[src/rtl/spi_rtc_pkg.sv]
// Package: shared types, address map constants and the address step rule
// for the timekeeping SPI register slave.
package spi_rtc_pkg;

    localparam int REG_AW = 7;   // register address width (bit 7 of the first byte is the direction)
    localparam int REG_DW = 8;   // serial word and register width

    localparam logic [REG_AW-1:0] ADR_PORT_LAST = 7'h0E; // time + alarm window ends here
    localparam logic [REG_AW-1:0] ADR_CTRL      = 7'h0F;
    localparam logic [REG_AW-1:0] ADR_STATUS    = 7'h10;
    localparam logic [REG_AW-1:0] ADR_CHARGE    = 7'h11;

    typedef enum logic [1:0] {
        PH_ADDR  = 2'd0,
        PH_WRITE = 2'd1,
        PH_READ  = 2'd2
    } xfer_phase_t;

    // Next address in a burst: wraps from the top of RAM back to its base.
    function automatic logic [REG_AW-1:0] step_addr(
        input logic [REG_AW-1:0] cur,
        input logic [REG_AW-1:0] ram_base,
        input logic [REG_AW-1:0] ram_last
    );
        if (cur == ram_last) begin
            return ram_base;
        end
        return cur + 1'b1;
    endfunction

endpackage

[src/rtl/spi_pin_sync.sv]
// Module: spi_pin_sync
// Brings SCLK, chip select and MOSI into the system clock domain with
// two-flop synchronizers and flags the shifting (leading) and sampling
// (trailing) SCLK edges.
// Assumes: the system clock is several times faster than SCLK.
module spi_pin_sync #(
    parameter bit CPOL      = 1'b0,
    parameter int SYNC_DEPTH = 2
) (
    input  logic clk,
    input  logic rst_n,
    input  logic sclk_in,
    input  logic cs_in,
    input  logic mosi_in,
    output logic cs_s,
    output logic mosi_s,
    output logic lead_edge,
    output logic samp_edge
);

    localparam int NPIN = 3;
    localparam logic [NPIN-1:0] RST_LVL = {CPOL, 2'b00};

    logic [NPIN-1:0] raw_pins;
    logic [NPIN-1:0] synced;
    logic            sclk_prev;
    logic            sclk_rise;
    logic            sclk_fall;

    assign raw_pins = {sclk_in, cs_in, mosi_in};

    for (genvar g = 0; g < NPIN; g++) begin : g_sync
        logic [SYNC_DEPTH-1:0] stage;
        // Shift chain for one asynchronous pin.
        always_ff @(posedge clk) begin
            if (!rst_n) begin
                stage <= {SYNC_DEPTH{RST_LVL[g]}};
            end else begin
                stage <= {stage[SYNC_DEPTH-2:0], raw_pins[g]};
            end
        end
        assign synced[g] = stage[SYNC_DEPTH-1];
    end

    // Previous synchronized SCLK level, used for edge detection.
    always_ff @(posedge clk) begin
        if (!rst_n) begin
            sclk_prev <= CPOL;
        end else begin
            sclk_prev <= synced[2];
        end
    end

    assign sclk_rise = synced[2] & ~sclk_prev;
    assign sclk_fall = ~synced[2] & sclk_prev;
    assign cs_s      = synced[1];
    assign mosi_s    = synced[0];

    if (CPOL == 1'b0) begin : g_idle_low
        assign lead_edge = sclk_rise;
        assign samp_edge = sclk_fall;
    end else begin : g_idle_high
        assign lead_edge = sclk_fall;
        assign samp_edge = sclk_rise;
    end

    AST_LEAD_SINGLE: assert property (@(posedge clk) disable iff (!rst_n)
        lead_edge |=> !lead_edge);

    AST_SAMP_SINGLE: assert property (@(posedge clk) disable iff (!rst_n)
        samp_edge |=> !samp_edge);

endmodule

[src/rtl/spi_shift_engine.sv]
// Module: spi_shift_engine
// Byte-wide serial shifter. It samples MOSI on the trailing edge, shifts MISO
// out MSB first on the leading edge, and pulses byte_done once per complete
// byte. Dropping `active` clears all partial state.
// Assumes: load_en comes only with a leading edge at bit index 0.
module spi_shift_engine #(
    parameter int W = 8
) (
    input  logic                  clk,
    input  logic                  rst_n,
    input  logic                  active,
    input  logic                  lead_edge,
    input  logic                  samp_edge,
    input  logic                  mosi_s,
    input  logic                  load_en,
    input  logic [W-1:0]          load_byte,
    output logic                  byte_done,
    output logic [W-1:0]          rx_byte,
    output logic [$clog2(W)-1:0]  bit_idx,
    output logic                  miso_bit
);

    localparam int CW = $clog2(W);
    localparam logic [CW-1:0] LAST_BIT = CW'(W - 1);

    logic [CW-1:0] bit_q;
    logic [W-1:0]  rx_q;
    logic [W-1:0]  tx_q;
    logic          done_q;
    logic          miso_q;

    // Receive side: count sampled bits and flag a full byte.
    always_ff @(posedge clk) begin
        if (!rst_n || !active) begin
            bit_q  <= '0;
            rx_q   <= '0;
            done_q <= 1'b0;
        end else begin
            done_q <= 1'b0;
            if (samp_edge) begin
                rx_q <= {rx_q[W-2:0], mosi_s};
                if (bit_q == LAST_BIT) begin
                    bit_q  <= '0;
                    done_q <= 1'b1;
                end else begin
                    bit_q <= bit_q + 1'b1;
                end
            end
        end
    end

    // Transmit side: load a fresh byte or shift the held one on the leading edge.
    always_ff @(posedge clk) begin
        if (!rst_n || !active) begin
            tx_q   <= '0;
            miso_q <= 1'b0;
        end else if (lead_edge) begin
            if (load_en) begin
                miso_q <= load_byte[W-1];
                tx_q   <= {load_byte[W-2:0], 1'b0};
            end else begin
                miso_q <= tx_q[W-1];
                tx_q   <= {tx_q[W-2:0], 1'b0};
            end
        end
    end

    assign byte_done = done_q;
    assign rx_byte   = rx_q;
    assign bit_idx   = bit_q;
    assign miso_bit  = miso_q;

    AST_DONE_PULSE: assert property (@(posedge clk) disable iff (!rst_n)
        byte_done |=> !byte_done);

    AST_IDLE_CLEARS: assert property (@(posedge clk) disable iff (!rst_n)
        !active |=> (bit_idx == '0 && !byte_done));

endmodule

[src/rtl/spi_reg_space.sv]
// Module: spi_reg_space
// Register space behind the serial engine. It stores the control byte, the
// charger byte and the RAM, applies write protection, routes time, alarm and
// status accesses to the register port, and builds the read data.
// Assumes: ext_rdata is valid in the same cycle as ext_rd.
module spi_reg_space
    import spi_rtc_pkg::*;
#(
    parameter logic [REG_AW-1:0] RAM_BASE  = 7'h20,
    parameter int                RAM_DEPTH = 96,
    parameter int                WP_BIT    = 6
) (
    input  logic              clk,
    input  logic              rst_n,
    input  logic [REG_AW-1:0] addr,
    input  logic              wr_en,
    input  logic [REG_DW-1:0] wr_data,
    input  logic              rd_en,
    output logic [REG_DW-1:0] rd_data,
    output logic              ext_wr,
    output logic              ext_rd,
    input  logic [REG_DW-1:0] ext_rdata,
    output logic [REG_DW-1:0] ctrl_q,
    output logic [REG_DW-1:0] trickle_q
);

    localparam int IW = $clog2(RAM_DEPTH);
    localparam logic [REG_AW-1:0] RAM_LAST = RAM_BASE + REG_AW'(RAM_DEPTH - 1);

    logic              is_port;
    logic              is_ram;
    logic              wp_on;
    logic              wr_ok;
    logic [IW-1:0]     ram_off;
    logic [REG_DW-1:0] ram_mem [RAM_DEPTH];

    assign is_port = (addr <= ADR_PORT_LAST);
    assign is_ram  = (addr >= RAM_BASE) && (addr <= RAM_LAST);
    assign wp_on   = ctrl_q[WP_BIT];
    assign wr_ok   = wr_en && ((addr == ADR_CTRL) || !wp_on);
    assign ram_off = IW'(addr - RAM_BASE);
    assign ext_wr  = wr_ok && is_port;
    assign ext_rd  = rd_en && (is_port || (addr == ADR_STATUS));

    // Locally held configuration bytes.
    always_ff @(posedge clk) begin
        if (!rst_n) begin
            ctrl_q    <= '0;
            trickle_q <= '0;
        end else begin
            if (wr_en && addr == ADR_CTRL) begin
                ctrl_q <= wr_data;
            end
            if (wr_ok && addr == ADR_CHARGE) begin
                trickle_q <= wr_data;
            end
        end
    end

    // RAM write port; the RAM contents are not reset.
    always_ff @(posedge clk) begin
        if (wr_ok && is_ram) begin
            ram_mem[ram_off] <= wr_data;
        end
    end

    // Read data selection by address region.
    always_comb begin
        rd_data = '0;
        if (is_port || addr == ADR_STATUS) begin
            rd_data = ext_rdata;
        end else if (addr == ADR_CTRL) begin
            rd_data = ctrl_q;
        end else if (addr == ADR_CHARGE) begin
            rd_data = trickle_q;
        end else if (is_ram) begin
            rd_data = ram_mem[ram_off];
        end
    end

    AST_CTRL_ALWAYS_WRITES: assert property (@(posedge clk) disable iff (!rst_n)
        (wr_en && addr == ADR_CTRL) |=> ctrl_q == $past(wr_data));

    AST_WP_HOLDS_CHARGE: assert property (@(posedge clk) disable iff (!rst_n)
        (wr_en && wp_on && addr == ADR_CHARGE) |=> $stable(trickle_q));

    AST_PORT_EXCLUSIVE: assert property (@(posedge clk) disable iff (!rst_n)
        !(ext_wr && ext_rd));

endmodule

[src/rtl/spi_rtc_regif.sv]
// Module: spi_rtc_regif (top)
// Serial register slave for a timekeeping peripheral. It decodes the address
// byte and runs burst reads or writes over the register space. The time,
// alarm and status registers are reached through the register port.
// Assumes: SCLK idles low outside transactions, and chip select changes only
// while SCLK is idle.
module spi_rtc_regif
    import spi_rtc_pkg::*;
#(
    parameter logic [REG_AW-1:0] RAM_BASE  = 7'h20,
    parameter int                RAM_DEPTH = 96,
    parameter int                WP_BIT    = 6,
    parameter bit                CPOL      = 1'b0
) (
    input  logic              clk,
    input  logic              rst_n,
    input  logic              spi_sclk,
    input  logic              spi_cs,
    input  logic              spi_mosi,
    output logic              spi_miso,
    output logic              spi_miso_oe,
    output logic [REG_AW-1:0] reg_addr,
    output logic [REG_DW-1:0] reg_wdata,
    output logic              reg_wr,
    output logic              reg_rd,
    input  logic [REG_DW-1:0] reg_rdata,
    output logic [REG_DW-1:0] ctrl_byte,
    output logic [REG_DW-1:0] trickle_byte
);

    localparam int BW = $clog2(REG_DW);
    localparam logic [REG_AW-1:0] RAM_LAST = RAM_BASE + REG_AW'(RAM_DEPTH - 1);

    logic              cs_s;
    logic              mosi_s;
    logic              lead_edge;
    logic              samp_edge;
    logic              byte_done;
    logic [REG_DW-1:0] rx_byte;
    logic [BW-1:0]     bit_idx;
    logic              miso_bit;
    logic              fetch;
    logic              wr_en;
    logic [REG_DW-1:0] rd_data;
    xfer_phase_t       phase_q;
    logic [REG_AW-1:0] addr_q;
    logic              oe_q;

    spi_pin_sync #(.CPOL(CPOL), .SYNC_DEPTH(2)) u_sync (
        .clk       (clk),
        .rst_n     (rst_n),
        .sclk_in   (spi_sclk),
        .cs_in     (spi_cs),
        .mosi_in   (spi_mosi),
        .cs_s      (cs_s),
        .mosi_s    (mosi_s),
        .lead_edge (lead_edge),
        .samp_edge (samp_edge)
    );

    assign fetch = cs_s && lead_edge && (bit_idx == '0) && (phase_q == PH_READ);
    assign wr_en = byte_done && (phase_q == PH_WRITE);

    spi_shift_engine #(.W(REG_DW)) u_shift (
        .clk       (clk),
        .rst_n     (rst_n),
        .active    (cs_s),
        .lead_edge (lead_edge),
        .samp_edge (samp_edge),
        .mosi_s    (mosi_s),
        .load_en   (fetch),
        .load_byte (rd_data),
        .byte_done (byte_done),
        .rx_byte   (rx_byte),
        .bit_idx   (bit_idx),
        .miso_bit  (miso_bit)
    );

    spi_reg_space #(
        .RAM_BASE  (RAM_BASE),
        .RAM_DEPTH (RAM_DEPTH),
        .WP_BIT    (WP_BIT)
    ) u_space (
        .clk       (clk),
        .rst_n     (rst_n),
        .addr      (addr_q),
        .wr_en     (wr_en),
        .wr_data   (rx_byte),
        .rd_en     (fetch),
        .rd_data   (rd_data),
        .ext_wr    (reg_wr),
        .ext_rd    (reg_rd),
        .ext_rdata (reg_rdata),
        .ctrl_q    (ctrl_byte),
        .trickle_q (trickle_byte)
    );

    // Transaction sequencer: decodes the address byte, then steps the address per data byte.
    always_ff @(posedge clk) begin
        if (!rst_n) begin
            phase_q <= PH_ADDR;
            addr_q  <= '0;
            oe_q    <= 1'b0;
        end else begin
            oe_q <= cs_s && (phase_q == PH_READ);
            if (!cs_s) begin
                phase_q <= PH_ADDR;
            end else if (byte_done) begin
                if (phase_q == PH_ADDR) begin
                    addr_q  <= rx_byte[REG_AW-1:0];
                    phase_q <= rx_byte[REG_DW-1] ? PH_WRITE : PH_READ;
                end else begin
                    addr_q <= step_addr(addr_q, RAM_BASE, RAM_LAST);
                end
            end
        end
    end

    assign spi_miso    = miso_bit;
    assign spi_miso_oe = oe_q;
    assign reg_addr    = addr_q;
    assign reg_wdata   = rx_byte;

    AST_ADDR_WRAP: assert property (@(posedge clk) disable iff (!rst_n)
        (cs_s && byte_done && phase_q != PH_ADDR && addr_q == RAM_LAST)
        |=> addr_q == RAM_BASE);

    AST_ADDR_STEP: assert property (@(posedge clk) disable iff (!rst_n)
        (cs_s && byte_done && phase_q != PH_ADDR && addr_q != RAM_LAST)
        |=> addr_q == REG_AW'($past(addr_q) + 1'b1));

    AST_OE_OFF_IDLE: assert property (@(posedge clk) disable iff (!rst_n)
        !cs_s |=> !spi_miso_oe);

    AST_RD_IN_READ: assert property (@(posedge clk) disable iff (!rst_n)
        reg_rd |-> phase_q == PH_READ);

    AST_WR_PULSE: assert property (@(posedge clk) disable iff (!rst_n)
        reg_wr |=> !reg_wr);

endmodule

[config.mk]
export PLATFORM = sky130hd
export DESIGN_NAME = spi_rtc_regif
export DESIGN_NICKNAME = d
export VERILOG_FILES = /design/src/rtl/spi_rtc_pkg.sv /design/src/rtl/spi_pin_sync.sv /design/src/rtl/spi_shift_engine.sv /design/src/rtl/spi_reg_space.sv /design/src/rtl/spi_rtc_regif.sv
export SDC_FILE = /design/constraint.sdc
export NUM_CORES = 1
export LEC_CHECK = 0
export BUFFER_PORTS_ARGS = -buffer_cell sky130_fd_sc_hd__buf_2
export CORE_ASPECT_RATIO = 0.9
export CORE_MARGIN = 2
export CORE_UTILIZATION = 50
export CTS_BUF_LIST = sky130_fd_sc_hd__clkbuf_2
export DETAILED_ROUTE_END_ITERATION = 6
export PLACE_DENSITY = 0.74
export SLEW_MARGIN = 40
export SYNTH_ARGS = -nofsm -noshare
export SYNTH_HDL_FRONTEND = slang
export SYNTH_HIERARCHICAL = 1
export SYNTH_SLANG_ARGS = --single-unit
[constraint.sdc]
create_clock -name clk -period 4.06 [get_ports clk]
set_input_delay 0.609 -clock clk [delete_from_list [all_inputs] [get_ports clk]]
set_output_delay 0.609 -clock clk [all_outputs]
set_load 0.02 [all_outputs]
# Yosys cells after proc, flatten, opt, wreduce, memory -nomap -nowiden
# Memories as Yosys holds them, arrays and structs flattened.
# Cells that the tools add are included.
# totals
register_bits	54
latch_bits	0
mem_bits_rw	768
mem_bits_ro	0
in_bits	13
elab_cells	76
memories	1
# op_classes
addsub	3
multipliers	0
div	0
n_lt_le_gt_ge	3
n_eq_ne	7
shift	0
mux	19
bitwise	5
reduce_logical	24
# memory_table
name	words	width	read_ports	rd_clocked_by_memory_dff	wr	line	source
u_space.ram_mem	96	8	1	0	1	spi_reg_space.sv:35	logic [REG_DW-1:0] ram_mem [RAM_DEPTH];
# ops
operator	count
8-bit two-way mux	5
7-bit two-way mux	3
7-bit by 5-bit equality test with 1-bit output, second input constant	2
1-bit logical AND	12
1-bit two-way mux	9
7-bit by 1-bit adder with 7-bit output, second input constant	1
7-bit by 4-bit equality test with 1-bit output, second input constant	1
7-bit equality test, second input constant	1
7-bit by 6-bit >= comparator with 1-bit output, second input constant	1
7-bit by 4-bit less-or-equal comparator with 1-bit output, second input constant	1
7-bit less-or-equal comparator, second input constant	1
7-bit by 6-bit subtractor with 7-bit output, second input constant	1
2-bit AND reduction	3
3-bit by 1-bit adder with 3-bit output, second input constant	1
3-bit equality test, second input constant	1
1-bit logical NOT	3
3-bit logical NOT	1
1-bit logical OR	3
3-bit two-way mux	1
1-bit NOT	3
1-bit bitwise AND	2
2-bit by 1-bit equality test with 1-bit output, second input constant	1
2-bit equality test, second input constant	1
2-bit logical NOT	1
2 further kinds	2

# Longest topological paths before layout
# Gate-level depths: netlist of the first run.
# logic_depth
ltp_word	8
mapped_depth	13
ltp_nobuf	10

# By module
# The synthesis of the first run kept the hierarchy.
# modules_own_cells
module	n_inst	cells_each	area_per_inst_um2	seq_area_each_um2
spi_reg_space	1	1558	30945.9	23382.4
spi_shift_engine	1	77	793.3	400.4
spi_rtc_regif	1	73	595.6	200.2
spi_pin_sync	1	16	196.4	140.1

# Worst setup path before layout of the first run
# Ideal clock, no wire load.
# synth_path
kind	reg-to-reg
startpoint	register addr_q[5] (netlist: reg_addr[5])
endpoint	memory u_space.ram_mem[3][0], enable pin
arrival_ns	2.885
setup_slack_ns	0.805
path_stages_with_launch	9
path_cell_list	dfxtp_1 -> ha_1 -> or3b_1 -> buf_6 -> o41ai_4 -> o21ai_2 -> or4_4 -> buf_6 -> nor2_1
# synth_via
elab_chain_len	6
word_cells_on_any_way	10
# synth_lines
element	line	source
start, declared	spi_rtc_regif.sv:46	logic [REG_AW-1:0] addr_q;
start signal, assigned	spi_rtc_regif.sv:110	addr_q <= rx_byte[REG_AW-1:0];
start signal, assigned	spi_rtc_regif.sv:113	addr_q <= step_addr(addr_q, RAM_BASE, RAM_LAST);
branches (longest 6 deep; another with 7-bit by 6-bit >= comparator with 1-bit output)	-	
end, declared	spi_reg_space.sv:35	
# Parallel ways; which one is timed is not known.

# Final worst setup path of the first run
# layout_path
startpoint	register addr_q[2] (netlist: reg_addr[2])
endpoint	output port reg_wr
# layout_via
elab_chain_len	4
word_cells_on_any_way	5
# layout_lines
element	line	source
branches (longest 3 deep; another with 7-bit by 4-bit less-or-equal comparator with 1-bit output)	-	
1-bit logical AND (*)	spi_reg_space.sv:42	assign ext_wr = wr_ok && is_port;
end, declared	spi_rtc_regif.sv:24	output logic reg_wr,
# Mark *: on every way between the ends.

==> results of run 1 <==
[synthesized netlist by cell type, types with 12 or more instances]
master,instances
edfxtp_1,768
mux4_2,159
nor2_1,133
mux2i_1,120
nand2_1,62
dfxtp_1,53
a22oi_1,39
nand3_1,38
buf_2,33
clkbuf_1,31
a21oi_1,22
o21ai_0,22
buf_4,18
nor2b_1,17
a31oi_1,14
and2_1,14
nor3_1,12
[through the flow]
stage          TNS [ns]  cell area [um^2]
2_1_floorplan         0             32530
3_3_place_gp          0             33990
3_5_place_dp          0             33990
4_1_cts               0             35880
5_1_grt        -0.07237             36020
6_report              0             36020
[worst max path at each step]
stage	cells after the start	start	to	slack [ns]
floorplan	8	reg_addr[5]	u_space/ram_mem[3][0]	0.80
global placement	10	reg_addr[6]	u_space/ram_mem[10][3]	0.47
detailed placement	8	reg_addr[6]	u_space/ram_mem[58][4]	0.33
CTS	5	reg_addr[0]	reg_wr	0.007
global route	5	reg_addr[2]	reg_wr	-0.04
finish	5	reg_addr[2]	reg_wr	0.13
[state kept, by name, indices dropped and copies added (netlist names), 2 cells and up]
| signal | cells |
|---|---|
| u_sync/g_sync.stage | 6 |
| u_space/ctrl_q | 8 |
| u_space/trickle_q | 8 |
| u_shift/tx_q | 7 |
| reg_addr | 7 |
| u_shift/rx_byte | 8 |
| u_shift/bit_idx | 3 |
| u_space/ram_mem | 768 |
| phase_q | 2 |
[logic make-up after synthesis]
family                     after synthesis
DFF                                    821
and+or+nand+nor                        318
muxes                                  287
AOI/OAI and AO/OA                      182
buffers and inverters                  109
adders and majority gates                7
[cells in the final DEF (no fill, tap or decap), types with 7 or more instances in the layout]
master / netlist / final
buf_2: 33 / 47
nor2_2: 8 / 20
and2_1: 14 / 14
a211oi_1: 8 / 8
a21boi_0: 8 / 8
inv_1: 9 / 9
dlygate4sd3_1: 0 / 18
a22oi_1: 39 / 39
ha_1: 7 / 7
nor2b_1: 17 / 17
clkbuf_2: 0 / 281
a222oi_1: 7 / 7
a21oi_1: 22 / 22
o21ai_0: 22 / 22
nand3_1: 38 / 38
buf_4: 18 / 75
mux2_2: 8 / 8
mux2i_1: 120 / 120
dfxtp_4: 0 / 10
nor2_1: 133 / 121
a2111oi_0: 7 / 7
mux4_2: 159 / 159
nand2_1: 62 / 62
o2111ai_1: 9 / 9
nor3_1: 12 / 12
dfxtp_1: 53 / 41
inv_2: 1 / 7
edfxtp_1: 768 / 768
clkinv_1: 0 / 41
a31oi_1: 14 / 14
[cell type report]
type                            instances  area, um^2  area share [%]
Sequential cell                       821       24160           67.08
Multi-Input combinational cell        794        7853           21.80
Clock buffer                          281        1406           3.904
Timing Repair Buffer                  150        1174           3.258
Tap cell                              855        1070           2.970
Clock inverter                         55       301.5          0.8372
Inverter                               10       37.54          0.1042
Antenna cell                            6       15.01         0.04168
[per-layer routing]
metal,vias to the layer above,wire (um)
li1,7629,-
met1,9274,32080
met2,1275,36570
met3,147,10450
met4,0,1824
met5,-,0
[power groups by stage]
stage          registers (mW)  clock network, mW  logic [mW]
2_1_floorplan            9.29                  0      0.0195
3_3_place_gp             9.28                  0      0.0327
3_5_place_dp             9.28                  0      0.0337
4_1_cts                  9.09               5.27      0.0470
5_1_grt                  9.09               5.69      0.0525
6_report                 9.09               5.15      0.0501
[what timing repair did]
| action | in CTS | in global routing |
|---|---|---|
| setup buffers | 0 | 4 |
| hold buffers | 18 | 0 |
| cloned | 0 | 1 |
| hold endpoints to repair | 41 | 0 |
| setup endpoints to repair | 1 | 2 |
| resized for setup | 1 | 3 |
[worst max-delay path, delay by kind of cell (launching register included)]
family          cells  cell delay [ns]
simple gates        2             0.50
flops               1             0.50
buf+inv             1             0.25
compound gates      2             0.68
==> flow_results.org, run 1 <==
** Synth
- Number of standard cells after synthesis :: 1,724
- The synthesized netlist devotes 0.2692% of its cell area to adder and majority cells.
- The number of nets in the synthesized netlist is 1,744.
- Flops & latches, synth :: 821
- Fraction of synthesis flops using an asynchronous set or reset pin :: 0%
- Of the total synthesized cell area, the portion taken by AND, OR, NAND and NOR gates is 4.573%.
- The most used flip-flop cell after synthesis is edfxtp_1.
- Post-synthesis compound-gate area fraction :: 4.204%
- The top cell type by area accounts for 70.89% of the synthesized area.
- Biggest area consumer among synthesized cells :: edfxtp_1
- Count of flip-flops with a built-in enable after synthesis :: 768
- Yosys attributes the largest share of cell area to edfxtp_1 (71%), mux4_2 (11%), mux2i_1 (3.7%).
- Of the post-synthesis cell area, the part taken by muxes is 14.98%.
- Average size of a mapped cell :: 18.87 um^2
- Summing the sequential cell areas from Yosys gives 74.15% of the chip area.
- Dominant combinational cell family by area after synthesis :: multiplexers
- Summing every instance area after synthesis gives 32,530 um^2.
- For this run, the number of Yosys warnings is 6.
- Unique masters post-synth :: 69
- Post-Synth XOR/XNOR Area :: 0%

** Drt
- Residual DRC :: 0
- The first routing iteration left 2,858 violations.
- Average wire per standard cell :: 27.23 um
- Routed via count :: 18,325
- Final antenna-violating net count :: 0
- Via/cell ratio :: 6.166
- Aggregate routed wire length :: 80,910 um
- Pre-antenna DRT Iters :: 6

** Cells and area
- Fin util :: 56.11%
- After the last flow step, the layout net total stands at 1,985.
- Number of non-filler instances in the completed layout :: 2,972
- Filler Cell Count :: 4,844
- Share of post-route cells with drive strength above 1 :: 30.55%
- Signed area change from the synthesized netlist to the final layout :: 10.72%

** Die
- Total Die Area :: 67,120 um^2
- Die width :: 272.9 um
- Chip height :: 246.0 um
- The core region is 64,190 um^2.
- Once the floorplan was initialized, standard cells occupied 50.68% of the core.
- Number of I/O pins :: 48
- Cell row count :: 88

** Worst hold path
- Hold path cells :: 3
- End point of the most critical hold path :: reg_addr[1]
- Hold Crit Class :: input port to flip-flop
- Hold_sp :: rst_n

** Pwr
- Sequential cells burn 63.6% of the power.
- Internal :: 11.15 mW
- Fraction of power consumed by the clock network :: 36.0%
- The completed layout was analyzed and its total power is 14.29 mW.
- Power spread over the standard cell area amounts to 396.6 nW/um^2.
- Summed over all cells, the static leakage comes to 11.44 nW.
- Combinational logic burns 0.4% of the power.
- The analysis attributes to net switching a power of 3.141 mW.
- Across the VDD grid, the largest voltage drop is 0.1814 mV.
- Net switching is 21.98% of the power.

** STA
- Final worst path period need :: 3.931 ns
- Timing would allow up to 0.2544 GHz.
- The hold violation total from the final report came to 0.
- Final worst-path cycle share :: 96.82%
- Hold is met by 0.2352 ns.
- Setup ws final :: 0.1292 ns
- Tightest Pin Transition :: 0.9434 ns
- Final-report max-slew violation count :: 0
- Setup violations remaining at the end of the flow were counted as 0.
- Worst rel slew slack :: 36.96%
- For the final database, setup skew stands at 0.09640 ns.
- Setup repair after global routing could not meet its margin everywhere.

** Setup path
- Walking the worst path, the cells encountered are nand3b_1, nor4_2, o21ai_0, a21oi_1, buf_2.
- R2r worst-path depth :: 8
- Worst R2R End :: u_space/ram_mem[58][3]
- Arrival time at the worst endpoint :: 3.32 ns
- Register-to-register path setup slack :: 0.14 ns
- In this run the worst path has a maximum fanout of 11.
- On the critical path, the stage with the largest delay is an instance of dfxtp_2.
- The worst setup path is launched from a flip-flop.
- Data on the critical path is required at its endpoint by 3.45 ns.
- The worst setup path is captured at a primary output.
- The startpoint identified for the worst register-to-register timing path is reg_addr[6].
- Largest stage delay, worst path :: 0.50 ns
- The worst setup path is of the flip-flop to primary output kind.

** Clock tree
- Sink count of the clock tree :: 821
- Clock-pin slew was measured on the worst setup and hold paths at 0.12 ns.
- Largest buffer count on any clock path :: 3
- Clock tree synthesis inserted a total of 188 buffers.
- For the worst-skew pair, the clock arrives at the later sink with an insertion delay of 1.39 ns.
- Total number of H-tree levels :: 4
- Cell at the root of the clock tree :: clkbuf_2
- TritonCTS clock tree :: built

** Global route
- The initial antenna violation count came to 4.
- For this run the aggregate overflow at the end of global routing stands at 0.
- The global routing stage identified its most utilized layer as met2.
- Global-route wire length before repair :: 118,500 um
- GR Util All Layers :: 24.37%
- In the global route stage, met3 resource usage came out at 7.339%.
- The via count of the first global-routing pass came to 18,316.
- Global Route met1 Usage :: 35.07%
- Maximum number of pins on one net before global-route repair :: 73
- For this run, global-route usage on met2 was measured as 35.56%.

** Place
- PortBufs :: 47
- Cell Count Post-Placement :: 2,606
- Post-placement worst setup slack :: 0.3324 ns
- Post-DP HPWL :: 48,590 um
- Final weighted congestion in routability-driven placement :: 0.9215

** Outcome
- The flow ran to the end, and the final reports show no timing, DRC or antenna violations.

** Run
- Across the run, the number of max-cap violations was 0.
Note: power is estimated with default switching activity, not from simulation.
==> run 2: changes to the inputs <==
--- a/config.mk
+++ b/config.mk
@@ -5,6 +5,7 @@
 export SDC_FILE = /design/constraint.sdc
 export NUM_CORES = 1
 export LEC_CHECK = 0
+export ABC_AREA = 0
 export BUFFER_PORTS_ARGS = -buffer_cell sky130_fd_sc_hd__buf_2
 export CORE_ASPECT_RATIO = 0.9
 export CORE_MARGIN = 2
@@ -15,5 +16,4 @@
 export SLEW_MARGIN = 40
 export SYNTH_ARGS = -nofsm -noshare
 export SYNTH_HDL_FRONTEND = slang
-export SYNTH_HIERARCHICAL = 1
 export SYNTH_SLANG_ARGS = --single-unit
==> run 2 against run 1 <==
- worst setup slack got worse by 0.012 ns
- utilization increased by 0.14 points
- die area increased by 1.1%
- clock power increased by 1%
- critical path depth increased by 1
- count of clock-buffer cells in the layout decreased by 16
- register-to-register slack improved by 0.08 ns
- hold slack got worse by 0.071 ns
- fmax decreased by 0.30%
- area after synthesis increased by 1.1%
- design area increased by 1.9%
- critical endpoint unchanged
- largest cell class unchanged
==> flow_results.org, run 2 <==
** Outcome
- Status :: complete, no violations

** Setup path
- Reg-to-reg startpoint :: reg_addr[2]
- Arrival time at the worst endpoint :: 3.33 ns (about the same)
- Count of buffering cells on the critical path with inverters included :: 3 (+2)
- The worst setup path is launched from a flip-flop.
- The minimum setup slack among reg-to-reg paths is 0.22 ns (+0.08 ns).
- Required time of the critical path :: 3.45 ns (about the same)
- The critical path goes through buf_12, inv_2, ha_1, nand4_1, a21oi_1, buf_2.
- R2r worst-path depth :: 10 (+2)
- Slowest cell on crit path :: dfxtp_4
- Tracing the worst setup path back leads to its startpoint at reg_addr[0].
- The largest fanout of any net on the critical path came to 58 (+47).
- Setup CP Type :: flip-flop to primary output
- Family with the most delay on the worst path :: buffers and inverters
- The worst setup path is captured at a primary output.
- The worst register-to-register path ends at u_shift.miso_bit.
- The critical path's largest stage delay is 0.37 ns (-0.13 ns).

** Synth
- The area of the mapped netlist is 32,880 um^2 (+1.1%).
- The mean instance size in the synthesized netlist came to 16.04 um^2 (-15%).
- Post-Synth XOR/XNOR Area :: 0% (unchanged)
- The most used flip-flop cell after synthesis is edfxtp_1.
- Yosys Warn Count :: 0 (-6)
- The area share of fa/ha/maj cells after synthesis came to 0.4566% (+0.19 points).
- Multiplexer fraction of the synthesized cell area :: 8.760% (-6.2 points)
- The synthesized net count was 2,075 (+19%).
- Biggest area consumer among synthesized cells :: edfxtp_1
- The simple logic cell fraction of the synthesized area is 5.141% (+0.57 points).
- The number of synthesized flops with an enable pin came to 768 (unchanged).
- Dominant combinational cell family by area after synthesis :: compound AO/OA/AOI/OAI gates
- The count of distinct cell types in the synthesized netlist was 70 (+1.4%).
- Sorting the synthesized cells by area gives the leading types as edfxtp_1 (70%), mux2i_1 (4.2%), dfxtp_1 (3.2%).
- The share of synthesized registers carrying an async set or reset came to 0% (unchanged).
- By instance count, the leading cell after synthesis is edfxtp_1.
- The sequential area share after synthesis was 73.36% (-0.79 points).
- The area fraction in compound gates after synthesis was 10.31% (+6.1 points).
- Sorting the synthesized cells by how often they occur yields edfxtp_1 (768), nor2_1 (146), mux2i_1 (137).
- The share of the synthesized area in the top cell type is 70.14% (-0.76 points).
- The flip-flop and latch count after synthesis was 821 (unchanged).
- Number of standard cells after synthesis :: 2,050 (+19%)

** Clock tree
- Cell at the root of the clock tree :: clkbuf_2
- The clock sink total is 821 (unchanged).
- TritonCTS clock tree :: built
- Clock latency on the worst-skew pair :: 1.43 ns (+0.04 ns)
- The buffer count from post-CTS setup fixing is 0 (unchanged).
- The number of buffers on the longest clock path was 3 (unchanged).
- The number of buffers created by CTS is 192 (+2.1%).
- The H-tree level count is 4 (unchanged).
- Clock transition at path regs :: 0.10 ns (-0.02 ns)

** Pwr
- Switching component of the power :: 3.308 mW (+5.3%)
- The maximum vdd drop came to 0.1808 mV (-0.35%).
- Leakage component of the power :: 12.79 nW (+12%)
- Sw frac :: 23.08% (+1.1 points)
- The portion of total power attributed to sequential cells was 63.4% (-0.2 points).
- Gate power share :: 0.3% (about the same)
- Power density over cell area :: 390.5 nW/um^2 (-1.6%)
- Internal :: 11.03 mW (-1.1%)
- Fraction of power consumed by the clock network :: 36.3% (+0.3 points)

** Drt
- The total vias in the final route was 21,529 (+17%).
- Via/cell ratio :: 6.510 (+5.6%)
- Average wire per standard cell :: 29.59 um (+8.7%)
- Pre-antenna DRT Iters :: 7 (+1)
- Residual DRC :: 0 (unchanged)
- Initial detailed-routing violation count :: 3,446 (+21%)
- Final antenna-violating net count :: 0 (unchanged)
- Aggregate routed wire length :: 97,870 um (+21%)

** Global route
- Met2 Usage GRT :: 42.01% (+6.4 points)
- The pin count of the biggest net entering global routing came to 72 (-1.4%).
- The met1 layer usage reported by global route came to 39.54% (+4.5 points).
- The remaining global-route overflow is 0 (unchanged).
- The via count of the first global-routing pass was 20,861 (+14%).
- The initial antenna violation count was 6 (+2).
- Global-route wire length before repair :: 140,000 um (+18%)
- GRT busiest layer :: met2
- Routing usage on met3 :: 10.16% (+2.8 points)
- The global router's overall resource usage was 28.95% (+4.6 points).

** STA
- Tightest Pin Transition :: 1.000 ns (+0.05710 ns)
- Setup repair after global routing left no endpoint under its margin.
- Final worst path period need :: 3.943 ns (+0.01186 ns)
- Final worst-path cycle share :: 97.11% (+0.29 points)
- Final setup viols :: 0 (unchanged)
- Fmax :: 0.2536 GHz (-0.30%)
- The hold violation total from the final report is 0 (unchanged).
- The minimum setup slack in the final design is 0.1173 ns (-0.01186 ns).
- Final-report max-slew violation count :: 0 (unchanged)
- The setup TNS was 0 ns (unchanged).
- Fin Clk Skew :: 0.08885 ns (-0.007547 ns)
- The normalized max-slew margin was 33.00% (-4.0 points).
- Tightest hold margin :: 0.1644 ns (-0.07085 ns)

** Cells and area
- Share of post-route cells with drive strength above 1 :: 24.39% (-6.2 points)
- Most frequent cells in the layout :: edfxtp_1 (768), clkbuf_2 (265), mux2i_1 (137)
- Reg with most FFs :: u_space.ram_mem
- Leaving out fill and tap cells, the most frequent cell in the layout is edfxtp_1.
- Net count of the finished layout :: 2,315 (+17%)
- Filler Cell Count :: 5,121 (+5.7%)
- Flip-flop count of the largest register, all copies and words added :: 768 (unchanged)
- Compared with the post-synthesis result, the final layout area differs by 11.63%.

** Die
- The vertical die dimension is 247.3 um (+0.53%).
- Core ar. :: 65,260 um^2 (+1.7%)
- The effective utilization at floorplan came to 50.39% (-0.29 points).
- The full die area came to 67,830 um^2 (+1.1%).
- Cell row count :: 89 (+1.1%)
- The I/O pin total was 48 (unchanged).
- The chip width was 274.3 um (+0.53%).

** Worst hold path
- In this run the worst hold path is classified as input port to flip-flop.
- Hold_sp :: reg_rdata[1]
- The cell count of the worst hold path is 5 (+2).
- End point of the most critical hold path :: u_shift.tx_q[2]

** Place
- PortBufs :: 47 (unchanged)
- Post-DP HPWL :: 60,990 um (+26%)
- The worst setup slack before clock tree synthesis was 0.6013 ns (+0.2689 ns).
- Final weighted congestion in routability-driven placement :: 0.9462 (+2.7%)

** Run
- The max-capacitance violation count is 0 (unchanged).
-- run 2: cell count changes after synthesis, moves of 23 or more --
cell / before / now
mux4_2: 159 / 34
mux2_2: 8 / 66
a221oi_1: 5 / 59
a21oi_1: 22 / 74
clkbuf_1: 31 / 80
nand2_1: 62 / 107
a22o_1: 6 / 33
o22ai_1: 5 / 31
a221o_1: 0 / 25
nand3_1: 38 / 15
-- run 2: cells by family (layout without fill, tap and decap cells) --
kind of cell / after synthesis / count (layout)
AOI/OAI and AO/OA: 456 / 456
adders and majority gates: 12 / 12
buffers and inverters: 152 / 537
DFF: 821 / 821
muxes: 237 / 237
other: 0 / 8
and+or+nand+nor: 372 / 372
-- run 2: power by group through the flow --
stage	clock network (mW)	registers (mW)	logic (mW)
floorplan	0	9.29	0.0168
global placement	0	9.28	0.0273
detailed placement	0	9.28	0.0280
CTS	5.26	9.09	0.0421
global route	5.67	9.09	0.0463
finish	5.20	9.09	0.0432
-- run 2: timing repair --
item | 4_1_cts | 5_1_grt
gates resized for setup | 2 | 1
setup endpoints to repair | 2 | 1
hold buffers | 22 | 0
hold endpoints to repair | 53 | 0
-- run 2: how the worst max path moves through the flow --
stage	to	cells after the start	slack, ns
floorplan	u_shift.miso_bit	12	0.56
detailed placement	u_shift.tx_q[5]	8	0.60
CTS	reg_rd	7	0.08
global route	reg_rd	7	0.03
global placement	u_shift.tx_q[5]	8	0.62
finish	reg_wr	6	0.12
-- run 2: stage by stage --
stage                     area [um^2]  utilization [%]  power (mW)  cells
after global routing            36700            56.25       14.81   3306
after global placement          34640            53.09       9.311   2934
after floorplan                 32880                -       9.308   2050
final                           36710            56.25       14.33   3307
after detailed placement        34700            53.17       9.312   2936
after CTS                       36620            56.11       14.39   3297
-- run 2: layout make-up --
type / instances / area (um^2) / area share (%)
Timing Repair Buffer: 188 / 1519 / 4.138
Antenna cell: 8 / 20.02 / 0.05454
Multi-Input combinational cell: 1077 / 8184 / 22.30
Sequential cell: 821 / 24170 / 65.84
Clock buffer: 265 / 1326 / 3.613
Clock inverter: 74 / 370.4 / 1.009
Inverter: 10 / 37.54 / 0.1023
Tap cell: 864 / 1081 / 2.945
-- run 2: metal layers --
| layer | up-vias | part of all wire (%) |
|---|---|---|
| li1 | 8827 | - |
| met1 | 10580 | 37 |
| met4 | 4 | 4.2 |
| met2 | 1798 | 44 |
| met5 | - | 0.065 |
| met3 | 320 | 15 |
-- run 2: tightest hold or removal path, cell delays in order --
cell	delay (ns)
dlygate4sd3_1	0.52
buf_2	0.10
a21oi_1	0.06
a2bb2oi_1	0.16
o41ai_1	0.06
